--- src/rtl/ceq_pkg.sv ---
`timescale 1ns/1ps
// Shared operand and edge-select encodings for the clock equation strobe logic.
package ceq_pkg;
    localparam int OPW = 3;

    typedef enum logic [OPW-1:0] {
        OP_OFF  = 3'd0,
        OP_RISE = 3'd1,
        OP_FALL = 3'd2,
        OP_HIGH = 3'd3,
        OP_LOW  = 3'd4
    } op_e;

    typedef enum logic [1:0] {
        SE_RISE = 2'd0,
        SE_FALL = 2'd1,
        SE_BOTH = 2'd2,
        SE_RSVD = 2'd3
    } sedge_e;
endpackage

--- src/rtl/ceq_edge_detect.sv ---
`timescale 1ns/1ps
// Keeps the previous sample of every clock line and reports per-line rise and fall.
// Assumes the lines are already synchronized to clk. The "primed" output marks that
// a reference sample exists, so the first sample after reset makes no edge.
module ceq_edge_detect #(
    parameter int NCH = 4
) (
    input  logic           clk,
    input  logic           rst_n,
    input  logic [NCH-1:0] lines,
    output logic           primed,
    output logic [NCH-1:0] rise,
    output logic [NCH-1:0] fall
);
    logic [NCH-1:0] prev_q;

    // Store the reference sample and note that one has been taken.
    always_ff @(posedge clk) begin
        if (!rst_n) begin
            prev_q <= '0;
            primed <= 1'b0;
        end else begin
            prev_q <= lines;
            primed <= 1'b1;
        end
    end

    // Compare the current and previous samples per line.
    always_comb begin
        rise = lines & ~prev_q;
        fall = ~lines & prev_q;
    end
endmodule

--- src/rtl/ceq_operand_lane.sv ---
`timescale 1ns/1ps
// Decodes one lane's operand code into edge or level group membership and a hit.
// Codes outside the defined set exclude the lane.
module ceq_operand_lane
    import ceq_pkg::*;
(
    input  logic [OPW-1:0] op,
    input  logic           rise,
    input  logic           fall,
    input  logic           level,
    output logic           edge_en,
    output logic           edge_hit,
    output logic           lvl_en,
    output logic           lvl_hit
);
    // Map the code onto its group and evaluate the operand.
    always_comb begin
        edge_en  = 1'b0;
        edge_hit = 1'b0;
        lvl_en   = 1'b0;
        lvl_hit  = 1'b0;
        case (op)
            OP_RISE: begin edge_en = 1'b1; edge_hit = rise;   end
            OP_FALL: begin edge_en = 1'b1; edge_hit = fall;   end
            OP_HIGH: begin lvl_en  = 1'b1; lvl_hit  = level;  end
            OP_LOW:  begin lvl_en  = 1'b1; lvl_hit  = ~level; end
            default: ;
        endcase
    end
endmodule

--- src/rtl/ceq_equation.sv ---
`timescale 1ns/1ps
// Evaluates the multi-clock equation: OR of edge operands AND OR of level operands.
// The level group counts as true when it is empty. The equation is valid only with
// at least one edge operand.
module ceq_equation
    import ceq_pkg::*;
#(
    parameter int NCH = 4
) (
    input  logic [OPW*NCH-1:0] op_sel,
    input  logic [NCH-1:0]     lines,
    input  logic [NCH-1:0]     rise,
    input  logic [NCH-1:0]     fall,
    output logic               eq_hit,
    output logic               eq_valid
);
    logic [NCH-1:0] edge_en_v, edge_hit_v, lvl_en_v, lvl_hit_v;
    logic           edge_grp, lvl_grp;

    for (genvar i = 0; i < NCH; i++) begin : g_lane
        ceq_operand_lane u_lane (
            .op       (op_sel[OPW*i +: OPW]),
            .rise     (rise[i]),
            .fall     (fall[i]),
            .level    (lines[i]),
            .edge_en  (edge_en_v[i]),
            .edge_hit (edge_hit_v[i]),
            .lvl_en   (lvl_en_v[i]),
            .lvl_hit  (lvl_hit_v[i])
        );
    end

    // Combine the two groups under the grouping rules.
    always_comb begin
        edge_grp = |edge_hit_v;
        lvl_grp  = (|lvl_en_v) ? (|lvl_hit_v) : 1'b1;
        eq_valid = |edge_en_v;
        eq_hit   = eq_valid & edge_grp & lvl_grp;
    end
endmodule

--- src/rtl/ceq_strobe_gen.sv ---
`timescale 1ns/1ps
// Top level: chooses between single-line edge triggering and the clock equation,
// then registers the strobe and the configuration error flag. Assumes clk_lines are
// synchronized and that configuration inputs are quasi-static.
module ceq_strobe_gen
    import ceq_pkg::*;
#(
    parameter int NCH = 4,
    localparam int OPB = OPW * NCH
) (
    input  logic           clk,
    input  logic           rst_n,
    input  logic [NCH-1:0] clk_lines,
    input  logic           multi_mode,
    input  logic [OPB-1:0] op_sel,
    input  logic [1:0]     edge_sel,
    output logic           sample_en,
    output logic           cfg_err
);
    logic           primed;
    logic [NCH-1:0] rise, fall;
    logic           eq_hit, eq_valid;
    logic           one_hit, one_valid;
    logic           strobe_d, err_d;

    ceq_edge_detect #(.NCH(NCH)) u_edge (
        .clk    (clk),
        .rst_n  (rst_n),
        .lines  (clk_lines),
        .primed (primed),
        .rise   (rise),
        .fall   (fall)
    );

    ceq_equation #(.NCH(NCH)) u_eq (
        .op_sel   (op_sel),
        .lines    (clk_lines),
        .rise     (rise),
        .fall     (fall),
        .eq_hit   (eq_hit),
        .eq_valid (eq_valid)
    );

    // Single-clock mode trigger on line 0.
    always_comb begin
        one_valid = 1'b1;
        case (sedge_e'(edge_sel))
            SE_RISE: one_hit = rise[0];
            SE_FALL: one_hit = fall[0];
            SE_BOTH: one_hit = rise[0] | fall[0];
            default: begin one_hit = 1'b0; one_valid = 1'b0; end
        endcase
    end

    // Mode select and first-sample suppression.
    always_comb begin
        strobe_d = primed & (multi_mode ? eq_hit : one_hit);
        err_d    = multi_mode ? ~eq_valid : ~one_valid;
    end

    // Register the outputs.
    always_ff @(posedge clk) begin
        if (!rst_n) begin
            sample_en <= 1'b0;
            cfg_err   <= 1'b0;
        end else begin
            sample_en <= strobe_d;
            cfg_err   <= err_d;
        end
    end
endmodule

--- config.mk ---
export PLATFORM = sky130hd
export DESIGN_NAME = ceq_strobe_gen
export DESIGN_NICKNAME = d
export VERILOG_FILES = /design/src/rtl/ceq_pkg.sv /design/src/rtl/ceq_edge_detect.sv /design/src/rtl/ceq_operand_lane.sv /design/src/rtl/ceq_equation.sv /design/src/rtl/ceq_strobe_gen.sv
export SDC_FILE = /design/constraint.sdc
export NUM_CORES = 1
export LEC_CHECK = 0
export BUFFER_PORTS_ARGS = -buffer_cell sky130_fd_sc_hd__buf_2
export CORE_AREA = 2 2 39 41
export CTS_CLUSTER_SIZE = 8
export DETAILED_ROUTE_END_ITERATION = 10
export DIE_AREA = 0 0 41 43
export GPL_TIMING_DRIVEN = 0
export PLACE_DENSITY = 0.73
export SLEW_MARGIN = 25
export SYNTH_ARGS = -nofsm -noshare
export SYNTH_HDL_FRONTEND = slang
export SYNTH_HIERARCHICAL = 1
export SYNTH_SLANG_ARGS = --single-unit
--- constraint.sdc ---
create_clock -name clk -period 1.9 [get_ports clk]
set_input_delay 0.19 -clock clk [delete_from_list [all_inputs] [get_ports clk]]
set_output_delay 0.19 -clock clk [all_outputs]
set_load 0.05 [all_outputs]
After elaboration in Yosys (flattened, before gate mapping):

Index checks and enable logic that the tools add are counted.

* bitwise logic cells: 14
* $mul: 0
* equal/unequal tests: 18
* magnitude comparators: 0
* add/sub/neg operators: 0
* multiplexer cells: 22
* reductions and logical operators: 14
* div/mod/pow operators: 0
* shifts and indexed selects: 0

Operators by type and width (count)
* $eq A3 B2 Y1 const B: 8
* $pmux W1 S2: 8
* $reduce_or A2 Y1: 8
* $reduce_or A4 Y1: 4
* $mux W1: 13
* $eq A3 B1 Y1 const B: 4
* $eq A3 B3 Y1 const B: 4
* $and A4 B4 Y4: 2
* $not A4 Y4: 2
* $not A1 Y1: 6
* $and A1 B1 Y1: 3
* $pmux W1 S3: 1
* $reduce_or A3 Y1: 1
* $eq A2 B1 Y1 const B: 1
* $eq A2 B2 Y1 const B: 1
* $logic_not A2 Y1: 1
* $or A1 B1 Y1: 1

* RAM bits: 0
* register bits: 7
* memories kept: 0
* bits in read-only memories: 0
* bits in latches: 0
* output and inout bits: 2
* bits of input ports: 21

Depth between registers and ports, before layout:

Gate-level depths: netlist of the first run.

* word-level depth: 8
* gate-level depth with buffers: 6
* depth with buffers taken out: 6

Hierarchy:

The synthesis of the first run kept the hierarchy.

Modules (own cells, without submodules)
* ceq_operand_lane: times used 4, cells each 10, sequential area each 0.0 µm², area each 67.6 µm²
* ceq_edge_detect: times used 1, cells each 17, sequential area each 100.1 µm², area each 175.2 µm²
* ceq_strobe_gen: times used 1, cells each 10, sequential area each 40.0 µm², area each 93.8 µm²
* ceq_equation: times used 1, cells each 5, sequential area each 0.0 µm², area each 38.8 µm²

Worst setup path before layout of the first run:

No wires, ideal clock.

* kind: reg2reg
* start: reg u_edge.prev_q[0]
* end: reg sample_en
* buffers on the path: 0
* data arrival time: 1.371 ns
* slack: 0.411 ns
* cell stages (with the launch flop): 7
* cell sequence: dfxtp_1 -> nor2b_1 -> nand3b_1 -> a21oi_1 -> or4_1 -> o211a_1 -> o2111a_1

* elaborated cells between the ends (all ways): 11
* classes of those cells: mux (3); bitwise (7); reduce/logical (1)

RTL lines
* start, declared: RTL line ceq_edge_detect.sv:15 `logic [NCH-1:0] prev_q;`
* start signal, assigned: RTL line ceq_edge_detect.sv:23 `prev_q <= lines;`
* $and A4 B4 Y4: RTL line ceq_edge_detect.sv:31 `fall = ~lines & prev_q;`
* net fall[0]: RTL line ceq_strobe_gen.sv:21 `logic [NCH-1:0] rise, fall;`
* $pmux W1 S2: RTL line ceq_operand_lane.sv:22 `case (op)`
* net u_eq.edge_hit_v[0]: RTL line ceq_equation.sv:17 `logic [NCH-1:0] edge_en_v, edge_hit_v, lvl_en_v, lvl_hit_v;`
* $reduce_or A4 Y1: RTL line ceq_equation.sv:35 `edge_grp = |edge_hit_v;`
* $and A1 B1 Y1 (2 in a row): RTL line ceq_equation.sv:38 `eq_hit = eq_valid & edge_grp & lvl_grp;`
* net eq_hit: RTL line ceq_strobe_gen.sv:22 `logic eq_hit, eq_valid;`
* $mux W1: RTL line ceq_strobe_gen.sv:57 `strobe_d = primed & (multi_mode ? eq_hit : one_hit);`
* $and A1 B1 Y1: RTL line ceq_strobe_gen.sv:57
* end signal, assigned: RTL line ceq_strobe_gen.sv:67 `sample_en <= strobe_d;`
* end, declared: RTL line ceq_strobe_gen.sv:17 `output logic sample_en,`

The timed path passes the listed nets, and every way through them passes these cells.
A chain may end at the register's enable or synchronous reset.

Final worst setup path of the first run:

Same ends and word-level chain as after synthesis.

==> results.yml, run 1 <==
finish:
  nets: 120
  area_growth_pct: 27.3
  final_cell_mix: "22 x buf_2, 14 x nand3b_1, 8 x nor2b_1"
  diodes: 0
  drive_gt1_frac: 0.265
  final_common_cell: "buf_2"
  post-route-util: 0.532
power_and_ir_drop:
  p_leak_uw: 0.000306
  powerDensity_nw_per_um2: 552
  vdd_drop_max_mv: 0.446
detailed_routing:
  viasPerCell: 5.37
  drc_errors: 0
  firstDrtPassIters: 4
  final_antenna_net_count: 0
  wl_um: 1240
  routedWlPerCell_um: 10.9
  vias: 612
  drt_iter0_drc: 13
cts:
  cts_tree: "done"
  clock-root-buffer: "clkbuf_4"
  clk_latency_ns: 0.25
  ctsLongestPathBuffers: 2
  post_cts_buffers: 0
  cts_buffers: 3
  cts.repair.resized: 0
  clk_pin_slew_ns: 0.06
  cts_hold_buf: 0
  clock_sinks: 7
  htree_levels: 1
sta:
  setup_viol: 0
  fin_crit_sh: 0.835
  period_needed_ns: 1.59
  skew_ns: 0.00179
  slew_headroom: 0.844
  worst-slew-pin-transition_ns: 0.231
  max_freq_mhz: 630
  slew_violations: 0
  tns_ns: 0
  rsz0062_at_grt: "no"
  hold_violations: 0
setup_path:
  path_max_fanout: 3
  arrival_ns: 1.73
  critPathKind: "flop to flop"
  cp-start-kind: "flop"
  cp-end-kind: "flop"
  cp.required_ns: 2.05
  r2r_cells: 6
logic_synthesis:
  ys_top_cells_by_area: "dfxtp_1 24%, nand3b_1 18%, nor2b_1 8.7%"
  synthMuxAreaShare: 0
  yosys.area_share.simple: 0.502
  ys.flop_type: "dfxtp_1"
  synth-edff-count: 0
  synth_fp_nets: 93
  ys_seq_elements: 7
  ys_warn_count: 6
  synth_fa_ha_area_frac: 0
  synth_area_per_cell_um2: 8.03
  post-synth-top-area-fraction: 0.242
  async_flop_share: 0
  synth.distinct_cells: 17
  yosys.area.top_type: "dfxtp_1"
  synth_compound_area_frac: 0.188
  syn_inst: 72
  synth-xor-area-share: 0.0606
  post_synth_instance_area_um2: 578
  synth_top_family_by_area: "simple AND/OR/NAND/NOR gates"
  yosysSeqAreaShare: 0.242
floorplanning:
  num_rows: 14
  die-area_um2: 1760
  die_y_um: 43
  ioPinCount: 23
  core_area_um2: 1380
  initial_core_util: 0.418
  die_w_um: 41
flow_run:
  cap_violations: 0
hold_path:
  min_path_cells: 1
  hold_class: "primary input to flop"
placed_design:
  gp_congestion: 0.659
  port_buffers: 22
  dp_hpwl_um: 973
grt:
  grt_max_degree: 8
  grt.overflow.total: 0
  track_usage: 0.155
  antenna_found_initial: 0
  grt_pass1_wl_um: 1860
  grt_pass1_vias: 509
run_status:
  outcome: "finished clean"
logic make-up (layout without fill, tap and decap cells):
logic type,after synthesis,count (layout)
simple gates,43,43
compound gates,17,17
xor+xnor,4,4
buf+inv,1,27
flops,7,7
flip-flops by register name, summed over array words and instances (netlist names):
signal and cells:
cfg_err 1, u_edge/prev_q 4, sample_en 1, u_edge/primed 1
synthesized netlist by cell type, types with 3 or more instances:
cell and number:
nand4b_1 4, or4_1 3, o21ai_0 5, nor2_1 4, dfxtp_1 7, o31ai_1 4
xnor2_1 4, nand2b_1 4, a21oi_1 5, and2_1 5, nand3b_1 14, nor2b_1 8
report_power, final:
part	total, uW	internal [uW]	switching (uW)
sequential	157	155	2.48
combinational	112	52.9	59.3
clock	136	77.1	59.3
total	406	285	121
per-stage QoR:
step                instances  worst slack, ns  hold WS [ns]  total power (uW)  instance area, um^2
floorplan                  72            0.411         0.218               221                  578
global placement          110            0.270         0.387               269                  708
detailed placement        110            0.247         0.386               272                  708
CTS                       114            0.312         0.116               413                  736
global route              114            0.234         0.114               438                  736
finish                    114            0.314         0.128               406                  736
final cells by class:
cell class / instances / area, um^2
Clock inverter: 1 / 5.00
Timing Repair Buffer: 22 / 110
Inverter: 1 / 3.75
Multi-Input combinational cell: 64 / 434
Clock buffer: 3 / 22.5
Sequential cell: 7 / 140
Fill cell: 132 / 648
Tap cell: 16 / 20.0
routing by layer:
metal  up-vias  track usage  part of all wire
met2        14        0.256              0.48
li1        326            -                 -
met1       272        0.175              0.47
met3         0       0.0785             0.043
met5         -            0                 0
met4         0       0.0200                 0
worst max-delay path, cell delays in order, from the launching register on:
cell	delay, ns
dfxtp_1	0.31
nor2b_1	0.15
nand3b_1	0.09
a21oi_1	0.07
or4_1	0.49
o211a_1	0.13
o2111a_1	0.24
worst paths after layout:
path	start	to	slack, ns
min	rst_n	u_edge/primed$_DFF_P_	0.13
min reg2reg	u_edge/primed$_DFF_P_	sample_en$_SDFF_PN0_	0.47
max reg2reg	u_edge/prev_q[0]$_SDFF_PN0_	sample_en$_SDFF_PN0_	0.31
max	u_edge/prev_q[0]$_SDFF_PN0_	sample_en$_SDFF_PN0_	0.31
No activity file was read; power rests on OpenSTA's default activity.
==> run 2: changes to the inputs <==
Clock period 1.9 ns to 1.6 ns, I/O delays scaled along.
==> run 2 against run 1 <==
  * Largest power group unchanged
  * Critical path depth stayed put
  * Final cell count is the same
  * Wire length unchanged
  * Critical endpoint unchanged
  * Sequential share of layout area is 0.065 points lower
  * Utilization grew 0.18 points
  * Combinational power increased by 19%
  * Die area unchanged
  * Clock power up 20%
==> results.yml, run 2 (same netlist as run 1, synthesis figures left out) <==
detailed_routing:
  wl_met2_um: 595
  final_antenna_net_count: 0
  dr.max_layer_used: "met3"
  vias: 609
  routedWlPerCell_um: 10.9
  firstDrtPassIters: 5
  drt_iter0_drc: 17
  wl_um: 1240
  met1_length_um: 567
  drc_errors: 0
  wl_met3_um: 74
  viasPerCell: 5.34
sta:
  tns_ns: 0
  worst-slew-pin-transition_ns: 0.231
  rsz0062_at_grt: "no"
  skew_ns: 0.00206
  hold_violations: 0
  setup_viol: 0
  period_needed_ns: 1.54
  max_freq_mhz: 649
  setup_slack_ns: 0.0598
  slew_violations: 0
  fin_crit_sh: 0.963
  slew_headroom: 0.844
grt:
  antenna_found_initial: 0
  track_usage: 0.155
  grt.overflow.total: 0
  grt_pass1_vias: 509
  grt_pass1_wl_um: 1860
  grt_max_degree: 8
power_and_ir_drop:
  internal_power_uw: 339
  switchingPower_uw: 145
  p_leak_uw: 0.000306
  powerDensity_nw_per_um2: 655
  switching_share: 0.299
  power.share.clock: 0.337
  p_seq_frac: 0.386
  vdd_drop_max_mv: 0.532
  combPwrFrac: 0.276
setup_path:
  path_buf_inv: 0
  max_stage_delay_ns: 0.51
  cpMaxStageDelayCell: "or4_1"
  arrival_ns: 1.69
  path_max_fanout: 2
  cp.required_ns: 1.75
  cp-start-kind: "flop"
  critPathKind: "flop to flop"
  cp-end-kind: "flop"
  cp_top_family: "simple AND/OR/NAND/NOR gates"
  crit_chain: "nor2b_1 -> nand3b_1 -> a21oi_1 -> or4_1 -> o211a_1 -> o2111a_1"
finish:
  nets: 120
  drive_gt1_frac: 0.276
  top_register: "u_edge/prev_q"
  area_growth_pct: 27.7
  final_cell_mix: "22 x buf_2, 14 x nand3b_1, 7 x dfxtp_1, 7 x nor2b_1"
  final_common_cell: "buf_2"
  diodes: 0
  largest_reg_flops: 4
  ff_latch_area_um2: 140
  multiInputGateArea_um2: 437
  final_area_um2: 738
  post-route-util: 0.533
  nFillCells: 132
cts:
  clk_latency_ns: 0.25
  cts_tree: "done"
  cts_buffers: 3
  clock_sinks: 7
  cts_hold_buf: 0
  clock-root-buffer: "clkbuf_4"
  ctsLongestPathBuffers: 2
  htree_levels: 1
  clk_pin_slew_ns: 0.06
placed_design:
  dpl_cell_area_um2: 708
  dp_hpwl_um: 973
  port_buffers: 22
  place_ws_ns: -0.0226
  gp_congestion: 0.659
flow_run:
  cap_violations: 0
floorplanning:
  die_y_um: 43
  ioPinCount: 23
  initial_core_util: 0.418
  core_area_um2: 1380
  num_rows: 14
  die_w_um: 41
  die-area_um2: 1760
run_status:
  outcome: "finished clean"
hold_path:
  hold_class: "primary input to flop"
run 2: cell counts in the layout (fill, tap and decap cells not counted):
Identical to the previous run, type by type.
run 2: cell type report:
cell class / count / area share
clock inverters: 1 / 0.00678
flip-flops and latches: 7 / 0.190
clock buffers: 3 / 0.0305
inverters: 1 / 0.00508
multi-input cells: 64 / 0.592
well taps: 16 / 0.0271
repair buffers: 22 / 0.149
run 2: worst paths after layout:
kind / depth (start not counted) / slack (ns) / from / to
setup / recovery: 6 / 0.06 / u_edge/prev_q[1]$_SDFF_PN0_ / sample_en$_SDFF_PN0_
hold / removal: 1 / 0.09 / rst_n / u_edge/primed$_DFF_P_
setup reg to reg: 6 / 0.06 / u_edge/prev_q[1]$_SDFF_PN0_ / sample_en$_SDFF_PN0_
hold reg to reg: 1 / 0.47 / u_edge/primed$_DFF_P_ / sample_en$_SDFF_PN0_
run 2: timing repair:
item,4_1_cts,5_1_grt
endpoints found under the hold margin,0,0
endpoints found under the setup margin,0,1
setup buffers,0,0
resized for setup,0,1
run 2: routing by layer:
metal | GRT usage | vias to the layer above
met4 | 0.0200 | 0
met1 | 0.175 | 266
met3 | 0.0785 | 0
met5 | 0 | -
li1 | - | 326
met2 | 0.256 | 17
run 2: per-stage QoR:
step | instances | power (uW) | hold slack [ns]
floorplan | 72 | 263 | 0.188
global placement | 110 | 319 | 0.357
detailed placement | 110 | 323 | 0.356
CTS | 114 | 490 | 0.0862
global route | 114 | 521 | 0.0838
finish | 114 | 483 | 0.0911
run 2: power groups by stage:
stage          registers [uW]  clock network (uW)  logic, uW
2_1_floorplan             200                   0       62.5
3_3_place_gp              190                   0        129
3_5_place_dp              191                   0        132
4_1_cts                   187                 170        133
5_1_grt                   187                 185        148
6_report                  187                 163        133
